[src/rtl/cmem_pkg.sv]
package cmem_pkg;
  typedef enum logic [1:0] {
    K_READ = 2'b00,
    K_CLRW = 2'b01,
    K_RMW  = 2'b10,
    K_NONE = 2'b11
  } cyc_kind_e;

  typedef enum logic [1:0] {
    S_IDLE,
    S_FIRST,
    S_HOLD,
    S_SECOND
  } phase_e;

  localparam int STORE_DATA_W = 36;
endpackage

[src/rtl/cmem_word_store.sv]
module cmem_word_store #(
  parameter int ADDR_W = 4,
  parameter int WORD_W = 37
) (
  input  logic              clk,
  input  logic              rst_n,
  input  logic              wr_en,
  input  logic              clr_en,
  input  logic [ADDR_W-1:0] addr,
  input  logic [WORD_W-1:0] wr_word,
  output logic [WORD_W-1:0] rd_word
);
  localparam int DEPTH = 1 << ADDR_W;
  // blank word: zero data with its odd parity bit set
  localparam logic [WORD_W-1:0] BLANK = {1'b1, {(WORD_W-1){1'b0}}};

  logic [WORD_W-1:0] cells [DEPTH];

  always_ff @(posedge clk) begin
    if (!rst_n) begin
      for (int i = 0; i < DEPTH; i++) cells[i] <= BLANK;
    end else if (wr_en) begin
      cells[addr] <= wr_word;
    end else if (clr_en) begin
      cells[addr] <= '0;   // destructive sense leaves the word cleared
    end
  end

  assign rd_word = cells[addr];

  // sense-clear and write-back belong to different halves
  assert_single_access_R4: assert property (@(posedge clk) disable iff (!rst_n)
    $onehot0({wr_en, clr_en}));
endmodule

[src/rtl/cmem_phase_timer.sv]
module cmem_phase_timer #(
  parameter int TICKS = 6
) (
  input  logic clk,
  input  logic rst_n,
  input  logic run,
  output logic last
);
  localparam int CW = (TICKS > 1) ? $clog2(TICKS) : 1;

  logic [CW-1:0] cnt;

  always_ff @(posedge clk) begin
    if (!rst_n)             cnt <= '0;
    else if (!run || last)  cnt <= '0;
    else                    cnt <= cnt + 1'b1;
  end

  assign last = run && (int'(cnt) == TICKS - 1);

  assert_cnt_bound_R2: assert property (@(posedge clk) disable iff (!rst_n)
    int'(cnt) < TICKS);
endmodule

[src/rtl/cmem_cycle_seq.sv]
module cmem_cycle_seq
  import cmem_pkg::*;
#(
  parameter int ADDR_W     = 4,
  parameter int DATA_W     = STORE_DATA_W,
  parameter int HALF_TICKS = 6
) (
  input  logic              clk,
  input  logic              rst_n,
  input  logic              req_valid,
  input  logic [1:0]        req_kind,
  input  logic [ADDR_W-1:0] req_addr,
  input  logic [DATA_W-1:0] req_wdata,
  input  logic              req_bad_par,
  input  logic              wr_strobe,
  input  logic [DATA_W-1:0] wr_data,
  input  logic              err_stop_en,
  input  logic              err_clear,
  input  logic              step_en,
  input  logic              step_pulse,
  output logic              busy,
  output logic              rmw_wait,
  output logic              rd_valid,
  output logic [DATA_W-1:0] rd_data,
  output logic              rd_par_err,
  output logic              halted
);
  localparam int WORD_W = DATA_W + 1;

  // parity bit that makes the whole word odd
  function automatic logic odd_fill(input logic [DATA_W-1:0] d);
    return ~(^d);
  endfunction

  function automatic logic word_is_odd(input logic [WORD_W-1:0] w);
    return ^w;
  endfunction

  phase_e            phase;
  cyc_kind_e         kind_q;
  logic [ADDR_W-1:0] addr_q;
  logic [DATA_W-1:0] wdata_q;
  logic [DATA_W-1:0] sensed_q;
  logic              flip_q;
  logic              phase_last;
  logic [WORD_W-1:0] cell_word;
  logic [WORD_W-1:0] commit_word;
  logic [DATA_W-1:0] commit_data;

  // named internal events
  logic accept_evt, clear_evt, sense_evt, commit_evt, sense_bad;

  assign accept_evt = (phase == S_IDLE) && req_valid && (req_kind != K_NONE)
                      && !halted && (!step_en || step_pulse);
  assign clear_evt  = (phase == S_FIRST) && phase_last;
  assign sense_evt  = clear_evt && (kind_q != K_CLRW);
  assign commit_evt = (phase == S_SECOND) && phase_last;
  assign sense_bad  = !word_is_odd(cell_word);

  assign commit_data = (kind_q == K_READ) ? sensed_q : wdata_q;
  assign commit_word = {odd_fill(commit_data) ^ (flip_q && (kind_q != K_READ)),
                        commit_data};

  cmem_phase_timer #(.TICKS(HALF_TICKS)) u_timer (
    .clk  (clk),
    .rst_n(rst_n),
    .run  ((phase == S_FIRST) || (phase == S_SECOND)),
    .last (phase_last)
  );

  cmem_word_store #(.ADDR_W(ADDR_W), .WORD_W(WORD_W)) u_store (
    .clk    (clk),
    .rst_n  (rst_n),
    .wr_en  (commit_evt),
    .clr_en (clear_evt),
    .addr   (addr_q),
    .wr_word(commit_word),
    .rd_word(cell_word)
  );

  always_ff @(posedge clk) begin
    if (!rst_n) begin
      phase      <= S_IDLE;
      kind_q     <= K_READ;
      addr_q     <= '0;
      wdata_q    <= '0;
      sensed_q   <= '0;
      flip_q     <= 1'b0;
      rd_valid   <= 1'b0;
      rd_data    <= '0;
      rd_par_err <= 1'b0;
    end else begin
      rd_valid   <= 1'b0;
      rd_par_err <= 1'b0;
      case (phase)
        S_IDLE: if (accept_evt) begin
          phase   <= S_FIRST;
          kind_q  <= cyc_kind_e'(req_kind);
          addr_q  <= req_addr;
          wdata_q <= req_wdata;
          flip_q  <= req_bad_par;
        end
        S_FIRST: if (phase_last) begin
          if (sense_evt) begin
            rd_valid   <= 1'b1;
            rd_data    <= cell_word[DATA_W-1:0];
            rd_par_err <= sense_bad;
            sensed_q   <= cell_word[DATA_W-1:0];
          end
          phase <= (kind_q == K_RMW) ? S_HOLD : S_SECOND;
        end
        S_HOLD: if (wr_strobe) begin
          wdata_q <= wr_data;
          phase   <= S_SECOND;
        end
        S_SECOND: if (phase_last) phase <= S_IDLE;
      endcase
    end
  end

  always_ff @(posedge clk) begin
    if (!rst_n)                                    halted <= 1'b0;
    else if (sense_evt && sense_bad && err_stop_en) halted <= 1'b1;
    else if (err_clear)                            halted <= 1'b0;
  end

  assign busy     = (phase != S_IDLE);
  assign rmw_wait = (phase == S_HOLD);

  assert_rdv_pulse_R3: assert property (@(posedge clk) disable iff (!rst_n)
    rd_valid |=> !rd_valid);
  assert_rdv_in_cycle_R3: assert property (@(posedge clk) disable iff (!rst_n)
    rd_valid |-> busy);
  assert_wait_busy_R6: assert property (@(posedge clk) disable iff (!rst_n)
    rmw_wait |-> busy);
  assert_perr_with_data_R7: assert property (@(posedge clk) disable iff (!rst_n)
    rd_par_err |-> rd_valid);
  assert_halt_blocks_R10: assert property (@(posedge clk) disable iff (!rst_n)
    (halted && !busy) |=> !busy);
  assert_no_halt_unarmed_R10: assert property (@(posedge clk) disable iff (!rst_n)
    (!err_stop_en && !halted) |=> !halted);
  assert_step_gate_R11: assert property (@(posedge clk) disable iff (!rst_n)
    (step_en && !step_pulse && !busy) |=> !busy);
  assert_null_kind_R12: assert property (@(posedge clk) disable iff (!rst_n)
    (req_kind == K_NONE && !busy) |=> !busy);
endmodule

[config.mk]
export PLATFORM = sky130hd
export DESIGN_NAME = cmem_cycle_seq
export DESIGN_NICKNAME = d
export VERILOG_FILES = /design/src/rtl/cmem_pkg.sv /design/src/rtl/cmem_word_store.sv /design/src/rtl/cmem_phase_timer.sv /design/src/rtl/cmem_cycle_seq.sv
export SDC_FILE = /design/constraint.sdc
export NUM_CORES = 1
export LEC_CHECK = 0
export ABC_AREA = 0
export BUFFER_PORTS_ARGS = -buffer_cell sky130_fd_sc_hd__buf_2
export CAP_MARGIN = 20
export CORE_MARGIN = 2
export CORE_UTILIZATION = 46
export DETAILED_ROUTE_END_ITERATION = 8
export PLACE_DENSITY = 0.61
export SYNTH_ARGS = -nofsm -noshare
export SYNTH_HDL_FRONTEND = slang
export SYNTH_SLANG_ARGS = --single-unit
[constraint.sdc]
create_clock -name clk -period 3.9 [get_ports clk]
set_input_delay 0.39 -clock clk [delete_from_list [all_inputs] [get_ports clk]]
set_output_delay 0.39 -clock clk [all_outputs]
set_load 0.005 [all_outputs]
==> results_dict.tcl, run 1 <==
set metrics [dict create \
    synth_common_cells "edfxtp_1 (592), nor2_1 (586), nand2_1 (198)" \
    dominantRegCellSynth "edfxtp_1" \
    fill_cells 5440 \
    numCtsBuffers 73 \
    drt_first_iter_violations 2217 \
    dieArea_sq_mm 0.06776 \
    area_delta_synth_final_pct 14.72 \
    final_hold_viol_count 0 \
    placed_area_sq_mm 0.03217 \
    routed_wl_mm 90.74 \
    grt_max_degree 61 \
    max_freq_mhz 276.1 \
    hold_class "primary input to flip-flop" \
    num_rows 93 \
    grt_pass1_wl_mm 130.3 \
    cts.sinks 683 \
    rsz0062_at_grt "false" \
    fin_setup_tns_ps 0 \
    seq_area_frac_synth 0.6486 \
    finalCritPeriodShare 0.9289 \
    path_cells "buf_12 > buf_4 > mux4_2 > mux4_2 > xnor2_1 > xnor2_1 > xnor2_1 > xnor2_1 > xnor2_1 > o22ai_1" \
    cts_buffer_depth 3 \
    layout-drive-gt1-share 0.2398 \
    yosys.cell_types.count 38 \
    fp.dieH_um 260.3 \
    required_ps 4380 \
    synth-seq-cells 683 \
    cts_tree "yes" \
    synth_most_common_cell "edfxtp_1" \
    critPathMaxStageDelay_ps 530 \
    synthArstFlopShare 0 \
    first_pass_iters 5 \
    htree_levels 3 \
    yosysTopAreaCell "edfxtp_1" \
    end_kind "flip-flop" \
    syn_inst 2171 \
    worst_slack_ps 277.5 \
    synth_top_family_by_area "multiplexers" \
    cts-hold-fix-buffers 1 \
    max_slew.worst_pin.slew_ps 984.8 \
    critical_path_class "flip-flop to flip-flop" \
    via_count 19030 \
    clock_insertion_delay_worst_skew_ps 630 \
    rr_worst_depth 10 \
    synthTopCellsByArea "edfxtp_1 (59%), mux4_2 (13%), nor2_1 (7.3%)" \
    cts-resized-gates 0 \
    worstHoldPathCells 3 \
    place_worst_setup_slack_ps 370.7 \
    fin_area_sq_mm 0.03467 \
    ioPinCount 128 \
    slew_violations 0 \
    start_kind "flip-flop" \
    synth.area.mux_share 0.1543 \
    hpwlAfterDp_mm 50.55 \
    critPathMostFrequentCell "xnor2_1" \
    floorplan.initialDensity 0.4671 \
    status "finished clean" \
    ir_drop_mv 0.4158 \
    power.leakage_nw 11.82 \
    finalNetCount 2372 \
    n_antenna_cell 0 \
    slew_headroom 0.3434 \
    gr-usage-all-layers 0.2699 \
    fin_crit_ps 3623 \
    grt_pass1_vias 19330 \
    setup_violations 0 \
    regArea_sq_mm 0.01961 \
    yosys_warnings 0 \
    syn_avg_cell_area_sq_um 13.92 \
    drt-vias-per-instance 5.959 \
    antenna_found_initial 0 \
    synth_fa_ha_area_frac 0.002898 \
    syn_area_sq_mm 0.03022 \
    critPathArrivalTime_ps 4110 \
    cts_root_buffer "clkbuf_16" \
    overflow 0 \
    netlist.area_leader.share 0.5883 \
    cpMaxStageDelayCell "xnor2_1" \
    path_max_fanout 45 \
    clk_pin_slew_worst_paths_ps 60 \
    drcViolationCount 0 \
    worst_clock_skew_ps 28.98 \
    maxCapViolCount 0 \
    post_drt_wl_per_cell_um 28.41 \
    synth_compound_area_frac 0.03085 \
    io_buffers 127 \
    synth_edf_count 592 \
    globalplace.congestion 0.8139 \
    yosys.area_share.simple 0.1064 \
    ant_nets 0 \
    synth-xor-area-share 0.03122 \
    multiInputGateArea_sq_mm 0.009970 \
    power_density_mw_per_mm2 562.7 \
    post_cts_buffers 0 \
    die_w_um 260.3 \
    syn-num-nets 2265 \
    core_area_sq_mm 0.06470 \
]
-- cell usage in the layout, fill, tap and decap left out, drive strengths merged, types with 7 or more instances in the layout --
| master | netlist | layout |
|---|---|---|
| nor2 | 586 | 586 |
| mux2i | 45 | 45 |
| ha | 7 | 7 |
| bufinv | 0 | 11 |
| xor2 | 15 | 15 |
| xnor2 | 85 | 85 |
| clkinv | 0 | 19 |
| clkbuf | 134 | 97 |
| mux4 | 169 | 169 |
| a22oi | 33 | 33 |
| mux2 | 36 | 36 |
| dfxtp | 91 | 91 |
| buf | 43 | 208 |
| o211a | 36 | 36 |
| nand3 | 17 | 17 |
| a21boi | 36 | 36 |
| nand2 | 198 | 198 |
| nor2b | 14 | 14 |
| edfxtp | 592 | 592 |
| inv | 7 | 12 |
-- per-stage QoR --
stage | hold slack [ps] | std cells | util | power (mW)
floorplan | 421.5 | 2171 | - | 11.15
global placement | 429.7 | 3057 | 0.4972 | 12.34
detailed placement | 449.3 | 3057 | 0.4972 | 12.39
CTS | 20.49 | 3194 | 0.5358 | 19.59
global route | 36.43 | 3194 | 0.5358 | 20.12
finish | 50.14 | 3194 | 0.5358 | 19.51
-- final timing paths --
check	start	end	slack, ps
max	flip-flop	halted	280
min	req_bad_par	flip_q	50
max reg2reg	flip-flop	halted	280
min reg2reg	u_timer.cnt[0]	u_timer.cnt[0]	470
-- sequential cells by signal, summed over array words and instances, names as in the netlist, named ones only --
name	count
u_store.cells	592
sensed_q	36
wdata_q	36
addr_q	4
u_timer.cnt	3
kind_q	2
phase	2
flip_q	1
halted	1
rd_par_err	1
rd_valid	1
-- critical path: cells and delay by family, from the launching register on --
kind	cells	cell delay, ps
XOR/XNOR	5	1340
flip-flops	1	520
buffers and inverters	2	570
AO/OA/AOI/OAI	1	140
multiplexers	2	820
-- final cells by class --
class / count / share of cell area
Tap cell: 855 / 0.03086
Clock inverter: 39 / 0.01469
Sequential cell: 683 / 0.5656
Inverter: 7 / 0.0007579
Clock buffer: 97 / 0.05706
Timing Repair Buffer: 209 / 0.04345
Multi-Input combinational cell: 1304 / 0.2876
-- cell families (layout without fill, tap and decap cells) --
kind of cell / after synthesis / count (layout)
simple gates: 830 / 830
flops: 683 / 683
mux: 250 / 250
buf+inv: 184 / 352
compound gates: 114 / 114
xor+xnor: 103 / 103
fa+ha+maj: 7 / 7
-- metal layers --
layer | track usage | vias up | wire (um)
met2 | 0.4412 | 967 | 43760
li1 | - | 8056 | -
met1 | 0.3696 | 9832 | 36340
met5 | 0 | - | 0
met4 | 0.09032 | 0 | 2760
met3 | 0.04575 | 179 | 7880
-- report_power, final --
group	leakage [nW]	internal, mW	switching, mW
combinational	3.82	1.65	2.11
sequential	6.80	8.25	0.241
clock	1.20	4.33	2.93
Note: power is estimated with default switching activity, not from simulation.
==> run 2: changes to the inputs <==
- CORE_ASPECT_RATIO: unset -> 2
==> run 2 against run 1 <==
Net effect: count of clock-buffer cells in the layout down 23; critical path type unchanged; sequential cell count unchanged; non-clock buffer count unchanged; critical path depth unchanged; combinational power about the same; sequential share of layout area up 0.89 points; clock skew down 7.2 ps.
==> results_dict.tcl, run 2 (synthesized netlist as in run 1, its figures left out) <==
set metrics [dict create \
    regMostFlops "u_store.cells" \
    status "finished clean" \
    n_antenna_cell 0 \
    max_freq_mhz 289.5 \
    drt_first_iter_violations 1851 \
    max_slew.worst_pin.slew_ps 843.9 \
    maxCapViolCount 0 \
    hpwlAfterDp_mm 54.47 \
    finalNetCount 2356 \
    layout-drive-gt1-share 0.2325 \
    layout_common_cells "edfxtp_1 (592), nor2_1 (584), nand2_1 (170)" \
    slew_headroom 0.4361 \
    ant_nets 0 \
    fin_crit_ps 3455 \
    die_w_um 185.2 \
    globalplace.congestion 0.8319 \
    num_rows 132 \
    fin_hold_ws_ps 55.08 \
    r2r_slack_ps 450 \
    start_kind "flip-flop" \
    fp.dieH_um 366.5 \
    clock_insertion_delay_worst_skew_ps 620 \
    rsz0062_at_grt "false" \
    internal_power_mw 13.12 \
    cts.sinks 683 \
    gr-usage-all-layers 0.2763 \
    p_switching_mw 5.014 \
    power_density_mw_per_mm2 531.2 \
    critPathArrivalTime_ps 3940 \
    clkPwrFrac 0.323 \
    ir_drop_mv 0.3737 \
    drcViolationCount 0 \
    min_to "flip_q" \
    cts_tree "yes" \
    largestRegisters "u_store.cells (592), sensed_q (36), wdata_q (36)" \
    dieArea_sq_mm 0.06788 \
    cts_root_buffer "clkbuf_16" \
    fin_setup_tns_ps 0 \
    ioPinCount 128 \
    final_hold_viol_count 0 \
    swShare 0.2765 \
    worstHoldPathCells 3 \
    clk_pin_slew_worst_paths_ps 70 \
    required_ps 4380 \
    place_worst_setup_slack_ps 405.7 \
    end_kind "flip-flop" \
    finalCritPeriodShare 0.8858 \
    min_from "req_bad_par" \
    drt-vias-per-instance 5.956 \
    via_count 18950 \
    cpMaxStageDelayCell "mux4_2" \
    seq_power_share 0.468 \
    final_common_cell "edfxtp_1" \
    worst_slack_ps 445.3 \
    path_cells "buf_12 > mux4_2 > a22oi_1 > nand2_1 > xnor2_1 > xnor2_1 > xnor2_1 > xnor3_1 > xnor2_1 > o22ai_1" \
    hold_class "primary input to flip-flop" \
    rr_worst_depth 10 \
    worst_clock_skew_ps 21.78 \
    numCtsBuffers 57 \
    cts-resized-gates 0 \
    fill_cells 5433 \
    first_pass_iters 5 \
    grt_max_degree 71 \
    slew_violations 0 \
    overflow 0 \
    io_buffers 127 \
    setup_violations 0 \
    largest_reg_flops 592 \
    pwr-share-comb 0.210 \
    path_max_fanout 50 \
    antenna_found_initial 0 \
    htree_levels 2 \
    routed_wl_mm 92.90 \
    critPathMaxStageDelay_ps 550 \
    post_drt_wl_per_cell_um 29.20 \
    grt_pass1_vias 19530 \
    post_cts_buffers 0 \
    grt_pass1_wl_mm 131.6 \
    critical_path_class "flip-flop to flip-flop" \
    cts_buffer_depth 3 \
    core_area_sq_mm 0.06491 \
    area_delta_synth_final_pct 12.93 \
    floorplan.initialDensity 0.4656 \
    power.leakage_nw 11.56 \
    critPathMostFrequentCell "xnor2_1" \
    r2r-end "halted" \
]
run 2: changes by cell type in the layout (fill, tap and decap cells not counted), moves of 2 or more:
cell / previous run / this run
clkbuf_1: 19 / 13
inv_6: 4 / 1
clkbuf_16: 74 / 59
clkbuf_8: 4 / 2
bufinv_16: 11 / 6
buf_4: 62 / 56
clkinv_2: 8 / 13
clkinvlp_4: 4 / 2
buf_12: 20 / 26
run 2: power by group through the flow:
stage	clock network [mW]	logic, mW	registers [mW]
5_1_grt	6.15	3.98	8.50
3_5_place_dp	0	3.80	8.63
2_1_floorplan	0	2.63	8.52
6_report	5.85	3.80	8.48
3_3_place_gp	0	3.75	8.61
4_1_cts	5.93	3.82	8.47
run 2: through the flow:
stage	util	instances	power (mW)	instance area [sq um]
after floorplan	-	2171	11.15	30220
after global placement	0.4969	3073	12.37	32250
after detailed placement	0.4969	3073	12.44	32250
after CTS	0.5258	3181	18.23	34130
after global routing	0.5258	3181	18.64	34130
final	0.5258	3181	18.13	34130
run 2: layer usage:
metal / GRT usage / routed length, um
met5: 0 / 0
met4: 0.1522 / 5846
met3: 0.03763 / 6971
met2: 0.4979 / 49260
met1: 0.3106 / 30820
run 2: cell type report:
class / instances / area [sq um] / area share
clock buffer: 74 / 1553 / 0.04550
clock inverter: 33 / 310.3 / 0.009092
inverter: 7 / 26.28 / 0.0007699
multi-input combinational: 1304 / 9960 / 0.2918
sequential: 683 / 19610 / 0.5745
tap: 871 / 1090 / 0.03193
timing repair buffer: 209 / 1582 / 0.04634
run 2: repair_timing:
action,in CTS,in global routing
hold endpoints to repair,1,0
hold buffers,1,0
setup endpoints to repair,0,0
run 2: worst max path at each step:
| stage | slack, ps | to | startpoint | depth (start not counted) |
|---|---|---|---|---|
| 5_1_grt | 260 | halted | flip-flop | 10 |
| 3_3_place_gp | 500 | halted | flip-flop | 10 |
| 3_5_place_dp | 410 | halted | flip-flop | 10 |
| 6_report | 450 | halted | flip-flop | 10 |
| 2_1_floorplan | 600 | u_store.cells[15][0] | phase[1] | 11 |
| 4_1_cts | 380 | halted | flip-flop | 10 |
run 2: critical path, delay by kind of cell, from the launching register on:
family	cells	cell delay (ps)
AO/OA/AOI/OAI	2	400
XOR/XNOR	5	1320
buffers and inverters	1	370
flip-flops	1	440
multiplexers	1	550
AND/OR/NAND/NOR	1	170
